==> src/rtl/cfg_loader_pkg.sv <==
// Shared types for the serial configuration sequencer.
// Assumes: error codes are visible on the err_code_o port and must stay fixed.
package cfg_loader_pkg;

    typedef enum logic [2:0] {
        ERR_NONE      = 3'd0,
        ERR_PARTIAL   = 3'd1,
        ERR_CLR_TO    = 3'd2,
        ERR_REL_TO    = 3'd3,
        ERR_DONE_HIGH = 3'd4,
        ERR_CRC       = 3'd5,
        ERR_NOSYNC    = 3'd6,
        ERR_TIMEOUT   = 3'd7
    } cfg_err_e;

    typedef enum logic [3:0] {
        ST_IDLE,
        ST_PROG,
        ST_CLEAR,
        ST_CHKDONE,
        ST_LATENCY,
        ST_LOAD,
        ST_FILL,
        ST_FILL_WAIT,
        ST_DIAG
    } cfg_state_e;

endpackage

==> src/rtl/cfg_sync2.sv <==
// Two-flop synchronizer for a vector of independent asynchronous levels.
// Assumes: each bit is a slow level; bits are not coherent with each other.
module cfg_sync2 #(
    parameter int          W       = 1,
    parameter logic [W-1:0] RST_VAL = '0
) (
    input  logic         clk,
    input  logic         rst_n,
    input  logic [W-1:0] async_i,
    output logic [W-1:0] sync_o
);

    logic [W-1:0] meta_q;
    logic [W-1:0] sync_q;

    // Purpose: two register stages per bit to settle metastability.
    always_ff @(posedge clk) begin
        if (!rst_n) begin
            meta_q <= RST_VAL;
            sync_q <= RST_VAL;
        end else begin
            meta_q <= async_i;
            sync_q <= meta_q;
        end
    end

    assign sync_o = sync_q;

endmodule

==> src/rtl/cfg_timer.sv <==
// Saturating up-counter used for every wait and timeout of the sequencer.
// Assumes: the owner clears it on state entry; it stops at all-ones.
module cfg_timer #(
    parameter int TW = 8
) (
    input  logic          clk,
    input  logic          rst_n,
    input  logic          clr_i,
    output logic [TW-1:0] cnt_o
);

    logic [TW-1:0] cnt_q;

    // Purpose: count cycles since the last clear, holding at the top.
    always_ff @(posedge clk) begin
        if (!rst_n || clr_i) begin
            cnt_q <= '0;
        end else if (cnt_q != {TW{1'b1}}) begin
            cnt_q <= cnt_q + 1'b1;
        end
    end

    assign cnt_o = cnt_q;

endmodule

==> src/rtl/cfg_shifter.sv <==
// Byte serializer for the configuration clock and data pair.
// Loads one byte when ready_o is high, drives it MSB first. The clock idles
// low, each phase lasts CLK_HALF system cycles, data moves only on falling
// edges, and ready_o returns after the eighth falling edge.
// Assumes: CLK_HALF >= 1.
module cfg_shifter #(
    parameter int CLK_HALF = 2
) (
    input  logic       clk,
    input  logic       rst_n,
    input  logic       load_i,
    input  logic [7:0] byte_i,
    output logic       ready_o,
    output logic       cclk_o,
    output logic       dout_o
);

    localparam int HW = $clog2(CLK_HALF) + 1;
    localparam logic [HW-1:0] PH_LAST = HW'(CLK_HALF - 1);

    logic [HW-1:0] ph_q;
    logic [7:0]    sh_q;
    logic [2:0]    bit_q;
    logic          busy_q;
    logic          cclk_q;

    // Purpose: phase timing, clock toggling and MSB-first shifting.
    always_ff @(posedge clk) begin
        if (!rst_n) begin
            ph_q   <= '0;
            sh_q   <= '0;
            bit_q  <= '0;
            busy_q <= 1'b0;
            cclk_q <= 1'b0;
        end else if (!busy_q) begin
            if (load_i) begin
                sh_q   <= byte_i;
                bit_q  <= 3'd7;
                busy_q <= 1'b1;
                ph_q   <= '0;
                cclk_q <= 1'b0;
            end
        end else if (ph_q != PH_LAST) begin
            ph_q <= ph_q + 1'b1;
        end else begin
            ph_q   <= '0;
            cclk_q <= ~cclk_q;
            if (cclk_q) begin
                if (bit_q == 3'd0) begin
                    busy_q <= 1'b0;
                end else begin
                    bit_q <= bit_q - 1'b1;
                    sh_q  <= {sh_q[6:0], 1'b0};
                end
            end
        end
    end

    assign ready_o = ~busy_q;
    assign cclk_o  = cclk_q;
    assign dout_o  = sh_q[7];

endmodule

==> src/rtl/serial_cfg_loader.sv <==
// Serial configuration sequencer, top level.
// Runs clear handshake, done check, programming latency, byte load and
// filler clocking, then pulses success or an error code and returns idle.
// Assumes: all cycle limits are >= 1; init_n_i and done_i are asynchronous.
module serial_cfg_loader
    import cfg_loader_pkg::*;
#(
    parameter int CLK_HALF       = 2,
    parameter int PROG_MIN_CYC   = 50,
    parameter int INIT_TO_CYC    = 100_000_000,
    parameter int LATENCY_CYC    = 760_000,
    parameter int DONE_TO_CYC    = 10_000_000,
    parameter bit HAS_INIT       = 1'b1,
    parameter int NOINIT_DLY_CYC = 100
) (
    input  logic       clk,
    input  logic       rst_n,
    input  logic       start_i,
    input  logic       partial_i,
    input  logic [7:0] s_data_i,
    input  logic       s_valid_i,
    input  logic       s_last_i,
    output logic       s_ready_o,
    output logic       prog_n_o,
    input  logic       init_n_i,
    input  logic       done_i,
    output logic       cclk_o,
    output logic       dout_o,
    output logic       done_ok_o,
    output logic       err_o,
    output logic [2:0] err_code_o
);

    localparam int HOLD_CYC = (PROG_MIN_CYC > NOINIT_DLY_CYC) ? PROG_MIN_CYC : NOINIT_DLY_CYC;
    localparam int M1 = (INIT_TO_CYC > LATENCY_CYC) ? INIT_TO_CYC : LATENCY_CYC;
    localparam int M2 = (DONE_TO_CYC > HOLD_CYC) ? DONE_TO_CYC : HOLD_CYC;
    localparam int MAXLIM = (M1 > M2) ? M1 : M2;
    localparam int TW = $clog2(MAXLIM + 1) + 1;

    localparam logic [TW-1:0] LIM_PMIN  = TW'(PROG_MIN_CYC - 1);
    localparam logic [TW-1:0] LIM_HOLD  = TW'(HOLD_CYC - 1);
    localparam logic [TW-1:0] LIM_INIT  = TW'(INIT_TO_CYC - 1);
    localparam logic [TW-1:0] LIM_NOINI = TW'(NOINIT_DLY_CYC - 1);
    localparam logic [TW-1:0] LIM_LAT   = TW'(LATENCY_CYC - 1);
    localparam logic [TW-1:0] LIM_DONE  = TW'(DONE_TO_CYC - 1);

    cfg_state_e    st_q, st_d;
    logic          prog_q, prog_d;
    logic          ok_q, fin_ok;
    logic          err_q, fin_err;
    cfg_err_e      code_q, fin_code;
    logic          seen_done_q, seen_exp_q;
    logic          smp_fill;
    logic [TW-1:0] tmr;
    logic          tmr_clr;
    logic          init_s, done_s;
    logic          sh_ready, sh_load;
    logic [7:0]    sh_byte;
    logic          accept;
    logic          in_idle;

    cfg_sync2 #(.W(2), .RST_VAL(2'b01)) u_sync (
        .clk     (clk),
        .rst_n   (rst_n),
        .async_i ({done_i, init_n_i}),
        .sync_o  ({done_s, init_s})
    );

    cfg_timer #(.TW(TW)) u_timer (
        .clk   (clk),
        .rst_n (rst_n),
        .clr_i (tmr_clr),
        .cnt_o (tmr)
    );

    cfg_shifter #(.CLK_HALF(CLK_HALF)) u_shift (
        .clk     (clk),
        .rst_n   (rst_n),
        .load_i  (sh_load),
        .byte_i  (sh_byte),
        .ready_o (sh_ready),
        .cclk_o  (cclk_o),
        .dout_o  (dout_o)
    );

    assign in_idle   = (st_q == ST_IDLE);
    assign s_ready_o = (st_q == ST_LOAD) && sh_ready;
    assign accept    = s_ready_o && s_valid_i;
    assign smp_fill  = (st_q == ST_FILL) && sh_ready;
    assign sh_load   = accept || smp_fill;
    assign sh_byte   = (st_q == ST_FILL) ? 8'hFF : s_data_i;

    // Purpose: next-state, program line and result decisions.
    always_comb begin
        st_d     = st_q;
        prog_d   = prog_q;
        fin_ok   = 1'b0;
        fin_err  = 1'b0;
        fin_code = ERR_NONE;
        unique case (st_q)
            ST_IDLE: begin
                if (start_i) begin
                    if (partial_i) begin
                        fin_err  = 1'b1;
                        fin_code = ERR_PARTIAL;
                    end else begin
                        st_d   = ST_PROG;
                        prog_d = 1'b0;
                    end
                end
            end
            ST_PROG: begin
                if (HAS_INIT) begin
                    if (!init_s && tmr >= LIM_PMIN) begin
                        st_d   = ST_CLEAR;
                        prog_d = 1'b1;
                    end else if (tmr >= LIM_INIT) begin
                        st_d     = ST_IDLE;
                        prog_d   = 1'b1;
                        fin_err  = 1'b1;
                        fin_code = ERR_CLR_TO;
                    end
                end else if (tmr >= LIM_HOLD) begin
                    st_d   = ST_CLEAR;
                    prog_d = 1'b1;
                end
            end
            ST_CLEAR: begin
                if (HAS_INIT) begin
                    if (init_s) begin
                        st_d = ST_CHKDONE;
                    end else if (tmr >= LIM_INIT) begin
                        st_d     = ST_IDLE;
                        fin_err  = 1'b1;
                        fin_code = ERR_REL_TO;
                    end
                end else if (tmr >= LIM_NOINI) begin
                    st_d = ST_CHKDONE;
                end
            end
            ST_CHKDONE: begin
                if (done_s) begin
                    st_d     = ST_IDLE;
                    fin_err  = 1'b1;
                    fin_code = ERR_DONE_HIGH;
                end else begin
                    st_d = ST_LATENCY;
                end
            end
            ST_LATENCY: begin
                if (tmr >= LIM_LAT) begin
                    st_d = ST_LOAD;
                end
            end
            ST_LOAD: begin
                if (accept && s_last_i) begin
                    st_d = ST_FILL;
                end
            end
            ST_FILL: begin
                if (sh_ready) begin
                    st_d = ST_FILL_WAIT;
                end
            end
            ST_FILL_WAIT: begin
                if (sh_ready) begin
                    if (seen_done_q) begin
                        st_d   = ST_IDLE;
                        fin_ok = 1'b1;
                    end else if (seen_exp_q) begin
                        st_d = ST_DIAG;
                    end else begin
                        st_d = ST_FILL;
                    end
                end
            end
            ST_DIAG: begin
                st_d    = ST_IDLE;
                fin_err = 1'b1;
                if (!HAS_INIT) begin
                    fin_code = ERR_TIMEOUT;
                end else if (init_s) begin
                    fin_code = ERR_NOSYNC;
                end else begin
                    fin_code = ERR_CRC;
                end
            end
            default: st_d = ST_IDLE;
        endcase
    end

    // Purpose: restart the timer on each state change, except within filling.
    always_comb begin
        tmr_clr = (st_d != st_q);
        if ((st_q == ST_FILL || st_q == ST_FILL_WAIT) &&
            (st_d == ST_FILL || st_d == ST_FILL_WAIT)) begin
            tmr_clr = 1'b0;
        end
    end

    // Purpose: state, program line and registered result pulses.
    always_ff @(posedge clk) begin
        if (!rst_n) begin
            st_q   <= ST_IDLE;
            prog_q <= 1'b1;
            ok_q   <= 1'b0;
            err_q  <= 1'b0;
            code_q <= ERR_NONE;
        end else begin
            st_q   <= st_d;
            prog_q <= prog_d;
            ok_q   <= fin_ok;
            err_q  <= fin_err;
            code_q <= fin_code;
        end
    end

    // Purpose: latch done level and timeout state at each filler sample.
    always_ff @(posedge clk) begin
        if (!rst_n) begin
            seen_done_q <= 1'b0;
            seen_exp_q  <= 1'b0;
        end else if (smp_fill) begin
            seen_done_q <= done_s;
            seen_exp_q  <= (tmr >= LIM_DONE);
        end
    end

    assign prog_n_o   = prog_q;
    assign done_ok_o  = ok_q;
    assign err_o      = err_q;
    assign err_code_o = code_q;

endmodule

==> config.mk <==
export PLATFORM = sky130hd
export DESIGN_NAME = serial_cfg_loader
export DESIGN_NICKNAME = d
export VERILOG_FILES = /design/src/rtl/cfg_loader_pkg.sv /design/src/rtl/cfg_sync2.sv /design/src/rtl/cfg_timer.sv /design/src/rtl/cfg_shifter.sv /design/src/rtl/serial_cfg_loader.sv
export SDC_FILE = /design/constraint.sdc
export NUM_CORES = 1
export LEC_CHECK = 0
export BUFFER_PORTS_ARGS = -buffer_cell sky130_fd_sc_hd__buf_2
export CAP_MARGIN = 20
export CORE_MARGIN = 4
export CORE_UTILIZATION = 57
export DETAILED_ROUTE_END_ITERATION = 8
export GPL_TIMING_DRIVEN = 0
export PLACE_DENSITY = 0.79
export SYNTH_ARGS = -nofsm -noshare
export SYNTH_HDL_FRONTEND = slang
export SYNTH_SLANG_ARGS = --single-unit
==> constraint.sdc <==
create_clock -name clk -period 4.22 [get_ports clk]
set_input_delay 0.633 -clock clk [delete_from_list [all_inputs] [get_ports clk]]
set_output_delay 0.633 -clock clk [all_outputs]
set_load 0.05 [all_outputs]
; Word-level counts from Yosys, hierarchy flattened
; Index checks and enable logic that the tools add are counted.
; Widths: inputs -> output; s select.
[word_totals]
wordCells = 123
output_inout_bits = 9
ff_bits = 59
[op_classes]
bitwise = 4
magnitude_cmp = 4
eq_ne = 19
n_reduce_logical = 20
add_sub_neg = 3
mux = 58
[op_table]
columns = cell, n
row1 = $mux 8, 6
row2 = $mux 4, 11
row3 = $pmux 4 s8, 1
row4 = $add 28x1->28 const B, 1
row5 = $ge 28x20->1 const B, 1
row6 = $ge 28x24->1 const B, 1
row7 = $ge 28x27->1 const B, 1
row8 = $ge 28x6->1 const B, 1
row9 = $ne 28x28->1 const B, 1
row10 = $eq 4x3->1 const B, 6
row11 = $mux 1, 22
row12 = $mux 3, 7
row13 = $mux 2, 8
row14 = $pmux 3 s5, 1
row15 = $ne 2x2->1 const B, 5
row16 = $eq 4x2->1 const B, 2
row17 = $reduce_and 4->1, 2
row18 = $logic_and 1x1->1, 6
row19 = $pmux 1 s5, 1
row20 = $eq 4x1->1 const B, 1
row21 = $eq 4x4->1 const B, 1
row22 = $logic_not 4->1, 1
row23 = $logic_or 1x1->1, 4
row24 = $ne 4x4->1, 1
row25 = 11 further kinds, 16

; Longest topological paths before layout
; Gate-level depths: netlist (run 1).
[depth]
word_depth = 11
mapped_depth = 9
mapped_depth_nobuf = 8

; By module
; A second synthesis (run 1) with hierarchy kept.
[unflattened]
hier_cells = 411
hier_area_um2 = 3520.9
[by_module_without_submodules]
columns = mod, cells_per_inst, area_per_inst_um2, instances
row1 = cfg_timer, 177, 1514.0, 1
row2 = serial_cfg_loader, 151, 1159.9, 1
row3 = cfg_shifter, 75, 742.0, 1
row4 = cfg_sync2, 8, 105.1, 1

; Worst setup path before layout (run 1)
; No wires, ideal clock.
[synth_timing]
path_kind = register to register
start = reg u_timer.cnt_q[1], in the netlist u_timer.cnt_o[1]
end = reg u_timer.cnt_q[20], in the netlist u_timer.cnt_o[20]
slack_ns = 1.882
period_less_slack_ns = 2.338
required_ns = 4.146
path_stages_with_launch = 10
t_arrival_ns = 2.264
cell_sequence = dfxtp_1 inv_1 ha_1 or4b_1 a311oi_1 a31oi_1 a221oi_2 o21ai_2 buf_6 nor3_2
[synth_via]
elab_chain_cells = 9
word_cells_on_any_way = 18
[synth_lines]
columns = element, line_no
row1 = start: declaration, cfg_timer.sv:12  ; logic [TW-1:0] cnt_q;
row2 = start signal: assignment, cfg_timer.sv:19  ; cnt_q <= cnt_q + 1'b1;
row3 = $ge 28x27->1 or $ge 28x6->1 (tied branches), "serial_cfg_loader.sv:117, serial_cfg_loader.sv:132, serial_cfg_loader.sv:114"
row4 = $mux 4 or $logic_and 1x1->1 (tied branches), "serial_cfg_loader.sv:117, serial_cfg_loader.sv:132, serial_cfg_loader.sv:114"
row5 = "$mux 4, on equally long branches", "serial_cfg_loader.sv:130, serial_cfg_loader.sv:114"
row6 = $pmux 4 s8, serial_cfg_loader.sv:100  ; unique case (st_q)
row7 = $eq 4x3->1, serial_cfg_loader.sv:196  ; (st_d == ST_FILL || st_d == ST_FILL_WAIT)) begin
row8 = $logic_or 1x1->1, serial_cfg_loader.sv:196
row9 = $logic_and 1x1->1, serial_cfg_loader.sv:195  ; if ((st_q == ST_FILL || st_q == ST_FILL_WAIT) &&
row10 = $mux 1, serial_cfg_loader.sv:195
row11 = $logic_or 1x1->1, cfg_timer.sv:16  ; if (!rst_n || clr_i) begin
; Several ways; a longest one is shown, not always the timed one.
; A chain may end at the register's enable or synchronous reset.

; Final worst setup path (run 1)
[layout_timing]
start = reg u_timer.cnt_q[1], in the netlist u_timer.cnt_o[1]
end = reg u_timer.cnt_q[5], in the netlist u_timer.cnt_o[5]
; Same word-level chain as after synthesis.

==> run_results.csv, run 1 <==
group,metric,value,unit
clock_network,cts_setup_buffers,0,
final_layout,final_cells,519,
sta,setup_tns,0,ps
placement,dpl.hpwl,5.532,mm
yosys,synth_nets,425,
clock_network,cts_resized,0,
die,core-area,5886,um2
yosys,ys.flop_type,"dfxtp_1",
detailed_routing,drc,0,
grt,grt.met2_usage,33.33,%
die,fp.dieH,85.67,um
clock_network,clockBufferDepth,2,
sta,finClkSkew,11.75,ps
yosys,async_reset_ff_share,0,%
yosys,syn_area,3438,um2
grt,grt_most_used_layer,"met2",
die,die_x,85.67,um
grt,antenna_found_initial,0,
critical_path,cp.arrival,3120,ps
placement,placed_cells,503,
sta,slew_viol_final,0,
grt,groute.usage.overall,21.64,%
critical_path,cp_slowest_cell,"or4b_1",
clock_network,cts.sinks,59,
worst_hold_path,hold_path_class,"register to register",
sta,min_period,2847,ps
detailed_routing,routedWlPerCell,14.86,um
critical_path,crit_path_max_incr_delay,470,ps
yosys,synthCells,404,
sta,hold_viol_final,0,
final_layout,fillCellCount,502,
yosys,ys_seq_elements,59,
power_and_ir_drop,peakVddDrop,0.2066,mV
sta,setup_viol,0,
run,max_cap_viol_count,0,
yosys,ys.warnings.count,0,
yosys,synth_mux_area_share,2.911,%
clock_network,ctsHoldBuffers,0,
yosys,synthSimpleGateAreaFrac,34.10,%
clock_network,cts_root_buffer,"clkbuf_8",
critical_path,path_delay_family,"compound AO/OA/AOI/OAI gates",
grt,grt_pass1_vias,2783,
placement,dpl_worst_slack,1422,ps
yosys,synthXorXnorAreaFrac,6.368,%
final_layout,post-route-util,65.56,%
sta,setup_ws,1373,ps
yosys,synth_compound_area_share,13.79,%
final_layout,diodes,0,
die,row_count,28,
power_and_ir_drop,finalPower,1.197,mW
detailed_routing,routed_wl,7.711,mm
placement,io_buffers,24,
critical_path,critPathBufInv,2,
detailed_routing,vias,3081,
final_layout,seq_area,1181,um2
sta,rsz0062_at_grt,"no",
detailed_routing,viasPerCell,5.936,
power_and_ir_drop,p_leak,1.356,nW
detailed_routing,drtIter0Drc,250,
detailed_routing,first_pass_iters,5,
clock_network,clkTransAtPathRegs,80,ps
detailed_routing,antenna_left,0,
final_layout,syn_to_final_growth,12.23,%
die,ios,25,
yosys,synth_top_family_by_area,"simple AND/OR/NAND/NOR gates",
sta,fmax,351.2,MHz
critical_path,cp_max_fo,10,
grt,grt_pass1_wl,12.97,mm
yosys,avgSynthCellArea,8.511,um2
sta,slew_headroom,42.49,%
sta,tightest_slew,849.2,ps
critical_path,crit_path_end_kind,"register",
grt,use_met3,3.746,%
clock_network,cts_buffers,9,
sta,min_period_over_period,67.47,%
critical_path,cp-start-kind,"register",
outcome,outcome,"complete, no violations",
yosys,synth_cell_types,62,
placement,place_congestion,0.9280,
power_and_ir_drop,p_per_area,310.1,nW/um2
yosys,synth_enable_flop_cells,0,
die,dieArea,7338,um2
final_layout,multiInputGateArea,2028,um2
yosys,synthAdderAreaFrac,1.820,%
grt,grt_max_degree,14,
grt,gr-total-overflow,0,
clock_network,cts_max_level,3,
die,start_util,58.42,%
final_layout,post_route_cells_drive_above_1_share,20.27,%
critical_path,crit_required,4490,ps
clock_network,cts_tree,"done",
clock_network,clock_latency,350,ps
critical_path,path_cells,"inv_1 -> ha_1 -> or4b_1 -> a311oi_1 -> a31oi_1 -> a221oi_2 -> o21ai_2 -> buf_6 -> nor3_2",
yosys,ys_seq_area_share,34.35,%
final_layout,fin_nets,460,
critical_path,crit_type,"register to register",
grt,use_met1,29.89,%
[logic make-up after synthesis]
family / Yosys count
buf+inv: 37
flops: 59
simple gates: 200
compound gates: 68
xor+xnor: 25
mux: 10
fa+ha+maj: 5
[synthesized netlist by cell type (3+ instances only)]
library cell / count / area, um2
nand2_1: 29 / 108.9
nand4b_1: 3 / 26.28
nor3_2: 20 / 200.2
o21ai_0: 18 / 90.09
and3_1: 9 / 56.30
nand4_1: 12 / 75.07
nor2_1: 46 / 172.7
buf_6: 7 / 78.83
nor4b_1: 4 / 35.03
dfxtp_1: 59 / 1181
nor3_1: 17 / 85.08
and2_1: 7 / 43.79
or2_2: 3 / 18.77
a21oi_1: 16 / 80.08
nor4_1: 5 / 31.28
a2111oi_0: 3 / 26.28
inv_1: 10 / 37.54
clkbuf_1: 11 / 41.29
nand2b_1: 7 / 43.79
a31oi_1: 6 / 37.54
nand3b_1: 3 / 22.52
xnor2_1: 16 / 140.1
nor2b_1: 4 / 25.02
ha_1: 5 / 62.56
o211ai_1: 3 / 22.52
xor2_1: 9 / 78.83
or4_1: 4 / 30.03
nand3_1: 13 / 65.06
mux2i_1: 10 / 100.1
buf_4: 4 / 30.03
[power by group]
group,switching [mW],total [mW],internal [mW]
Clock,0.260,0.543,0.283
Combinational,0.0536,0.0851,0.0314
Sequential,0.00593,0.569,0.563
Total,0.320,1.20,0.877
[worst register-to-register path: stages (launching register included)]
cell and delay (ps):
dfxtp_1 360, inv_1 100, ha_1 180, or4b_1 470, a311oi_1 370, a31oi_1 290
a221oi_2 400, o21ai_2 230, buf_6 220, nor3_2 160
[metrics by stage]
step,hold WS [ps],area [um2]
after global routing,446.9,3859
after CTS,426.0,3859
after global placement,389.2,3652
after floorplan,386.3,3438
final,422.3,3859
after detailed placement,398.9,3652
[metal layers]
layer	part of all wire, %	routed length [um]
met5	0	0
met1	47	3633
met4	2.2	172
met2	45	3486
met3	5.4	419
[cells in the final DEF, fill, tap and decap left out, types with 3 or more instances in the layout]
cell,Yosys,final
nor3_2,20,20
or2_2,3,3
nor2_1,46,46
nand4_1,12,12
nor4_1,5,5
buf_4,4,4
inv_1,10,10
nor2b_1,4,4
buf_2,2,26
xor2_1,9,9
o21ai_0,18,18
o211ai_1,3,3
and2_1,7,7
a31oi_1,6,6
clkbuf_8,2,11
nand4b_1,3,3
a2111oi_0,3,3
xnor2_1,16,16
nor4b_1,4,4
nand3b_1,3,3
inv_6,0,4
and3_1,9,9
buf_6,7,7
mux2i_1,10,10
ha_1,5,5
or4_1,4,4
a21oi_1,16,16
nor3_1,17,17
nand2_1,29,29
clkbuf_1,11,11
dfxtp_1,59,59
nand2b_1,7,7
nand3_1,13,13
[flip-flops by register name, summed over array words and instances, names as in the netlist, 2 cells and up]
signal,count
err_code_o,3
st_q,4
u_shift.bit_q,3
u_shift.ph_q,2
u_shift.sh_q,8
u_sync.meta_q,2
u_sync.sync_o,2
u_timer.cnt_o,28
[final timing paths]
kind / startpoint / to / slack [ps] / cells past startpoint
worst max-delay path: u_timer.cnt_o[1]$_SDFFE_PP0P_ / u_timer.cnt_o[5]$_SDFFE_PP0P_ / 1370 / 9
worst min-delay path: u_sync.meta_q[0]$_SDFF_PN1_ / u_sync.sync_o[0]$_SDFF_PN1_ / 420 / 1
worst max register to register: u_timer.cnt_o[1]$_SDFFE_PP0P_ / u_timer.cnt_o[5]$_SDFFE_PP0P_ / 1370 / 9
worst min register to register: u_sync.meta_q[0]$_SDFF_PN1_ / u_sync.sync_o[0]$_SDFF_PN1_ / 420 / 1
[area by class of cell]
type                       count  area share, %
clock buffer                   9          3.210
timing repair buffer          24          3.113
buffer                        26          4.864
sequential                    59          30.61
multi-input combinational    308          52.56
clock inverter                 7          2.140
tap                           75          2.432
inverter                      11          1.070
(Power assumes the default switching activity.)
==> run 2, diff against run 1 <==
--- a/config.mk
+++ b/config.mk
@@ -8,10 +8,10 @@
 export BUFFER_PORTS_ARGS = -buffer_cell sky130_fd_sc_hd__buf_2
 export CAP_MARGIN = 20
 export CORE_MARGIN = 4
-export CORE_UTILIZATION = 57
+export CORE_UTILIZATION = 54
 export DETAILED_ROUTE_END_ITERATION = 8
 export GPL_TIMING_DRIVEN = 0
-export PLACE_DENSITY = 0.79
+export PLACE_DENSITY = 0.78
 export SYNTH_ARGS = -nofsm -noshare
 export SYNTH_HDL_FRONTEND = slang
 export SYNTH_SLANG_ARGS = --single-unit
==> constraint.sdc (replaced) <==
create_clock -name clk -period 2.4 [get_ports clk]
set_input_delay 0.36 -clock clk [delete_from_list [all_inputs] [get_ports clk]]
set_output_delay 0.36 -clock clk [all_outputs]
set_load 0.05 [all_outputs]
==> run 2 against run 1 <==
The run now ends with setup timing left. First-iteration DRC count rose by 5.2%. Sequential share of layout area is 2.9 points lower. Sequential power is 76% higher. Non-clock buffer count up 18. Worst setup slack got worse by 1600 ps.
==> run_results.csv, run 2 (synthesis gave the netlist of run 1 again) <==
group,metric,value,unit
detailed_routing,routed_wl,8.690,mm
clock_network,clkTransAtPathRegs,70,ps
critical_path,path_cells,"inv_2 -> ha_4 -> or4b_4 -> a311oi_4 -> a31oi_4 -> a221oi_4 -> o21ai_4 -> buf_12 -> buf_12 -> nor3_4",
outcome,violations,"setup timing",
worst_hold_path,hold_path_class,"input pin to register",
grt,antenna_found_initial,0,
critical_path,worstSetupStartpoint,"u_timer.cnt_o[1]$_SDFFE_PP0P_",
clock_network,ctsHoldBuffers,0,
detailed_routing,antenna_left,0,
detailed_routing,drtIter0Drc,263,
critical_path,rr_worst_depth,10,
die,dieArea,7708,um2
final_layout,syn_to_final_growth,24.16,%
die,core-area,6061,um2
final_layout,layout_commonest_cell,"dfxtp_1",
grt,grt_max_degree,12,
sta,finClkSkew,8.377,ps
sta,hold_viol_final,0,
placement,io_buffers,24,
die,die_x,87.80,um
placement,place_congestion,0.8851,
clock_network,cts_max_level,3,
clock_network,cts_buffers,9,
placement,placed_area,3652,um2
critical_path,critPathBufInv,3,
sta,setup_tns,-4196,ps
critical_path,crit_path_end_kind,"register",
final_layout,post-route-util,70.44,%
grt,gr-total-overflow,0,
critical_path,cp-start-kind,"register",
detailed_routing,vias,3243,
critical_path,r2r_end,"u_timer.cnt_o[20]$_SDFFE_PP0P_",
final_layout,final_cells,538,
critical_path,crit_required,2680,ps
placement,placed_cells,503,
power_and_ir_drop,peakVddDrop,0.4849,mV
sta,setup_viol,31,
clock_network,cts_tree,"done",
final_layout,fin_nets,479,
detailed_routing,viasPerCell,6.028,
sta,tightest_slew,780.2,ps
clock_network,cts_root_buffer,"clkbuf_8",
sta,min_period,2622,ps
grt,grt_pass1_vias,2927,
final_layout,seq_area,1185,um2
sta,slew_viol_final,0,
critical_path,cp_slowest_cell,"or4b_4",
outcome,outcome,"finished with violations",
detailed_routing,first_pass_iters,7,
die,ios,25,
final_layout,diodes,0,
die,fp.dieH,87.80,um
final_layout,multiInputGateArea,2223,um2
sta,slew_headroom,47.26,%
final_layout,fillCellCount,459,
critical_path,endpoint,"u_timer.cnt_o[20]$_SDFFE_PP0P_",
grt,groute.usage.overall,22.92,%
final_layout,design_area,4269,um2
critical_path,reg2reg_slack,-220,ps
sta,setup_ws,-221.8,ps
critical_path,cp_max_fo,5,
sta,fmax,381.4,MHz
critical_path,cp.arrival,2900,ps
critical_path,cp.depth,10,
critical_path,path_delay_family,"compound AO/OA/AOI/OAI gates",
detailed_routing,drc,0,
critical_path,r2r_start,"u_timer.cnt_o[1]$_SDFFE_PP0P_",
power_and_ir_drop,p_leak,1.494,nW
sta,rsz0062_at_grt,"yes",
run,max_cap_viol_count,0,
clock_network,cts.sinks,59,
critical_path,crit_path_max_incr_delay,520,ps
final_layout,final_cell_mix,"dfxtp_1 (56), nor2_1 (46), nand2_1 (28)",
grt,grt_pass1_wl,13.99,mm
sta,min_period_over_period,109.2,%
power_and_ir_drop,p_per_area,499.6,nW/um2
final_layout,largest_reg_flops,28,
final_layout,post_route_cells_drive_above_1_share,28.08,%
die,row_count,28,
die,start_util,56.73,%
worst_hold_path,whs_path_depth,2,
detailed_routing,routedWlPerCell,16.15,um
placement,dpl.hpwl,5.545,mm
clock_network,clockBufferDepth,2,
critical_path,crit_type,"register to register",
clock_network,clock_latency,350,ps
critical_path,path_common_cell,"buf_12",
[run 2: what timing repair did]
item                                    4_1_cts  5_1_grt
setup buffers                                10        8
pin swaps                                    20       10
cloned                                        3        0
endpoints found under the setup margin       29       41
resized for setup                            22       25
hold endpoints to repair                      0        0
[run 2: how the worst min path moves through the flow]
stage | endpoint | from | slack, ps
2_1_floorplan | u_sync.sync_o[0]$_SDFF_PN1_ | u_sync.meta_q[0]$_SDFF_PN1_ | 390
3_5_place_dp | u_sync.sync_o[0]$_SDFF_PN1_ | u_sync.meta_q[0]$_SDFF_PN1_ | 400
5_1_grt | u_sync.meta_q[0]$_SDFF_PN1_ | init_n_i | 210
3_3_place_gp | u_sync.sync_o[0]$_SDFF_PN1_ | u_sync.meta_q[0]$_SDFF_PN1_ | 390
6_report | u_sync.meta_q[0]$_SDFF_PN1_ | init_n_i | 200
4_1_cts | u_sync.meta_q[0]$_SDFF_PN1_ | init_n_i | 200
[run 2: report_power, final]
group	total, mW	switching (mW)	internal (mW)
Sequential	1.00	0.0121	0.991
Combinational	0.222	0.124	0.0984
Clock	0.908	0.423	0.485
Total	2.13	0.559	1.57
[run 2: area by class of cell]
class | count | area share, %
sequential | 59 | 27.76
clock buffer | 11 | 3.077
tap | 75 | 2.198
timing repair buffer | 44 | 8.148
buffer | 24 | 4.279
multi-input combinational | 309 | 52.08
inverter | 11 | 0.9672
clock inverter | 5 | 1.495
[run 2: per-layer routing]
layer / track usage, % / part of all wire, % / vias to the layer above / routed length [um]
li1: - / - / 1577 / -
met5: 0 / 0 / - / 0
met1: 30.09 / 44 / 1516 / 3847
met3: 6.021 / 6.2 / 24 / 537
met4: 6.555 / 2.2 / 0 / 187
met2: 37.12 / 47 / 126 / 4118
[run 2: stage by stage]
step           setup slack (ps)  total power, mW  hold slack [ps]
3_5_place_dp             -442.1            1.171            401.1
4_1_cts                  -155.2            2.111            203.1
6_report                 -221.8            2.133            199.9
2_1_floorplan             62.15            1.131            386.3
5_1_grt                  -299.3            2.200            213.2
3_3_place_gp             -385.9            1.170            388.8
[run 2: worst reg2reg max path, stage by stage, from the launching register on]
cell      delay, ps
dfxtp_2         340
inv_2            60
ha_4            150
or4b_4          520
a311oi_4        320
a31oi_4         170
a221oi_4        370
o21ai_4         140
buf_12          180
buf_12          140
nor3_4          160
==> run 3, diff against run 2 <==
--- a/config.mk
+++ b/config.mk
@@ -5,13 +5,14 @@
 export SDC_FILE = /design/constraint.sdc
 export NUM_CORES = 1
 export LEC_CHECK = 0
+export ABC_AREA = 1
 export BUFFER_PORTS_ARGS = -buffer_cell sky130_fd_sc_hd__buf_2
 export CAP_MARGIN = 20
 export CORE_MARGIN = 4
-export CORE_UTILIZATION = 54
+export CORE_UTILIZATION = 55
 export DETAILED_ROUTE_END_ITERATION = 8
 export GPL_TIMING_DRIVEN = 0
-export PLACE_DENSITY = 0.78
+export PLACE_DENSITY = 0.8
 export SYNTH_ARGS = -nofsm -noshare
 export SYNTH_HDL_FRONTEND = slang
 export SYNTH_SLANG_ARGS = --single-unit
==> run 3 against run 2 <==
The run now ends clean. Power is 4.3% lower. Die area is 1.3% higher. Highest routed layer unchanged. Synthesized cell count is 27% higher. Final area is 6.9% lower.
==> run_results.csv, run 3 <==
group,metric,value,unit
clock_network,cts_buffers,9,
yosys,ys.flop_type,"dfxtp_1",
power_and_ir_drop,p_per_area,513.6,nW/um2
critical_path,cp_slowest_cell,"dfxtp_1",
die,ios,25,
detailed_routing,routedWlPerCell,12.60,um
grt,use_met1,27.71,%
critical_path,worstSetupStartpoint,"u_timer.cnt_o[1]$_SDFFE_PP0P_",
power_and_ir_drop,pwr-share-comb,5.6,%
yosys,syn_area,3552,um2
final_layout,largest_reg_flops,28,
yosys,synth_nets,533,
worst_hold_path,holdPathEnd,"u_sync.meta_q[1]$_SDFF_PN0_",
critical_path,path_common_cell,"nand2_1",
power_and_ir_drop,p_int,1.517,mW
clock_network,clock_latency,350,ps
final_layout,seq_area,1182,um2
outcome,outcome,"complete, no violations",
run,max_cap_viol_count,0,
placement,place_congestion,0.8947,
sta,tightest_slew,470.0,ps
die,fp.dieH,88.37,um
die,row_count,29,
final_layout,diodes,0,
sta,hold_ws,199.3,ps
final_layout,final_cell_mix,"nand2_1 (100), inv_1 (70), nor2_1 (65)",
clock_network,cts_root_buffer,"clkbuf_8",
yosys,synth_enable_flop_cells,0,
clock_network,ctsHoldBuffers,0,
critical_path,reg2reg_slack,190,ps
power_and_ir_drop,finalPower,2.041,mW
worst_hold_path,hold_start,"done_i",
sta,fmax,453.2,MHz
critical_path,cp.arrival,2440,ps
yosys,async_reset_ff_share,0,%
final_layout,fillCellCount,585,
critical_path,r2r_end,"u_timer.cnt_o[4]$_SDFFE_PP0P_",
yosys,synthCells,512,
final_layout,layout_commonest_cell,"nand2_1",
die,start_util,56.26,%
grt,use_met3,3.911,%
critical_path,cp_max_fo,10,
critical_path,crit_path_max_incr_delay,350,ps
critical_path,crit_path_end_kind,"register",
placement,dpl.hpwl,5.954,mm
detailed_routing,first_pass_iters,5,
grt,antenna_found_initial,0,
sta,slew_viol_final,0,
detailed_routing,antenna_left,0,
die,dieArea,7808,um2
grt,grt_most_used_layer,"met2",
worst_hold_path,whs_path_depth,3,
yosys,synth_cell_types,41,
placement,io_buffers,24,
detailed_routing,drtIter0Drc,200,
grt,grt.met2_usage,36.64,%
power_and_ir_drop,switchingPower,0.5242,mW
sta,hold_viol_final,0,
yosys,ys_seq_elements,59,
placement,placed_area,3769,um2
yosys,ys.warnings.count,0,
critical_path,path_delay_family,"simple AND/OR/NAND/NOR gates",
power_and_ir_drop,pwr-share-seq,48.9,%
final_layout,post_route_cells_drive_above_1_share,20.65,%
clock_network,cts_setup_buffers,0,
grt,gr-total-overflow,0,
die,die_x,88.37,um
clock_network,cts_max_level,3,
yosys,ys_seq_area_share,33.25,%
detailed_routing,drc,0,
worst_hold_path,hold_path_class,"input pin to register",
final_layout,design_area,3974,um2
critical_path,r2r_start,"u_timer.cnt_o[1]$_SDFFE_PP0P_",
yosys,yosys.area.top_type,"dfxtp_1",
critical_path,critPathBufInv,2,
grt,grt_pass1_wl,13.74,mm
yosys,netlist_top_cells_area,"dfxtp_1 (33%), nand2_1 (11%), inv_1 (7.4%)",
sta,setup_tns,0,ps
critical_path,crit_required,2630,ps
clock_network,clkTransAtPathRegs,70,ps
sta,min_period,2206,ps
critical_path,crit_type,"register to register",
detailed_routing,routed_wl,7.924,mm
detailed_routing,viasPerCell,5.335,
sta,min_period_over_period,91.93,%
sta,setup_viol,0,
power_and_ir_drop,peakVddDrop,0.3924,mV
final_layout,fin_nets,568,
grt,groute.usage.overall,22.16,%
critical_path,rr_worst_depth,17,
sta,rsz0062_at_grt,"no",
clock_network,cts.sinks,59,
clock_network,cts_tree,"done",
die,core-area,6314,um2
detailed_routing,vias,3356,
sta,slew_headroom,68.67,%
power_and_ir_drop,clock_power_share,45.5,%
grt,grt_pass1_vias,3205,
critical_path,cp-start-kind,"register",
grt,grt_max_degree,13,
sta,finClkSkew,10.83,ps
power_and_ir_drop,p_sw_share,25.69,%
final_layout,multiInputGateArea,1981,um2
critical_path,path_cells,"inv_1 -> ha_1 -> nor2_1 -> nand2_1 -> nand2_1 -> nand2_1 -> nor2_2 -> nor2_1 -> nor2_1 -> nand2_1 -> nand3_2 -> nand2_1 -> nand2_2 -> nor2_4 -> nand2_4 -> buf_6 -> a21oi_2",
yosys,synth.top_cell.area_share,33.25,%
clock_network,clockBufferDepth,2,
power_and_ir_drop,p_leak,1.725,nW
yosys,yosysMostFrequentCell,"nand2_1",
yosys,synth_top_cells_by_count,"nand2_1 (100), inv_1 (70), nor2_1 (66), dfxtp_1 (59), o21ai_0 (30)",
yosys,avgSynthCellArea,6.938,um2
final_layout,syn_to_final_growth,11.87,%
## run 3: stage by stage
step                worst slack, ps  utilization (%)  instances
floorplan                     222.1                -        512
global placement              225.2            59.69        613
detailed placement            136.5            59.69        613
CTS                           122.8            62.88        629
global route                  30.88            62.94        629
finish                        193.6            62.94        629
## run 3: logic make-up (layout without fill, tap and decap cells)
logic type	count (synthesis)	after routing	synth area share [%]
compound gates	89	89	15.64
simple gates	245	245	32.86
fa+ha+maj	5	5	1.761
buf+inv	92	132	11.06
xor+xnor	22	22	5.425
flops	59	59	33.25
## run 3: metal layers
layer / up-vias / share of wire [%]
li1: 1716 / -
met1: 1519 / 45
met2: 97 / 47
met3: 24 / 4.9
met4: 0 / 2.8
met5: - / 0
## run 3: worst reg2reg max path: stages (launching register included)
cell	delay, ps
dfxtp_1	350
inv_1	80
ha_1	180
nor2_1	110
nand2_1	60
nand2_1	100
nand2_1	80
nor2_2	140
nor2_1	70
nor2_1	140
nand2_1	90
nand3_2	100
nand2_1	80
nand2_2	90
nor2_4	40
nand2_4	130
buf_6	190
a21oi_2	70
## run 3: power by group through the flow
| stage | sequential [mW] | combinational (mW) | clock [mW] |
|---|---|---|---|
| CTS | 0.998 | 0.114 | 0.947 |
| detailed placement | 1.02 | 0.113 | 0 |
| finish | 0.998 | 0.114 | 0.929 |
| global placement | 1.02 | 0.110 | 0 |
| floorplan | 1.03 | 0.0734 | 0 |
| global route | 0.999 | 0.128 | 0.993 |
## run 3: worst max-delay path by stage
stage,end,slack (ps),depth (start not counted)
CTS,u_timer.cnt_o[17]$_SDFFE_PP0P_,120,13
floorplan,u_timer.cnt_o[27]$_SDFFE_PP0P_,220,10
detailed placement,u_timer.cnt_o[17]$_SDFFE_PP0P_,140,13
finish,u_timer.cnt_o[4]$_SDFFE_PP0P_,190,17
global route,u_timer.cnt_o[12]$_SDFFE_PP0P_,30,17
global placement,u_timer.cnt_o[17]$_SDFFE_PP0P_,230,13
## run 3: area by class of cell
cell class                 count  share of cell area [%]
buffer                        14                   2.424
clock buffer                   9                   3.117
clock inverter                 7                   1.952
inverter                      78                   7.462
multi-input combinational    361                   49.84
sequential                    59                   29.75
tap                           77                   2.424
timing repair buffer          24                   3.023
## run 3: repair_timing
| item | 4_1_cts | 5_1_grt |
|---|---|---|
| resized for setup | 0 | 2 |
| endpoints found under the setup margin | 0 | 23 |
| hold endpoints to repair | 0 | 0 |
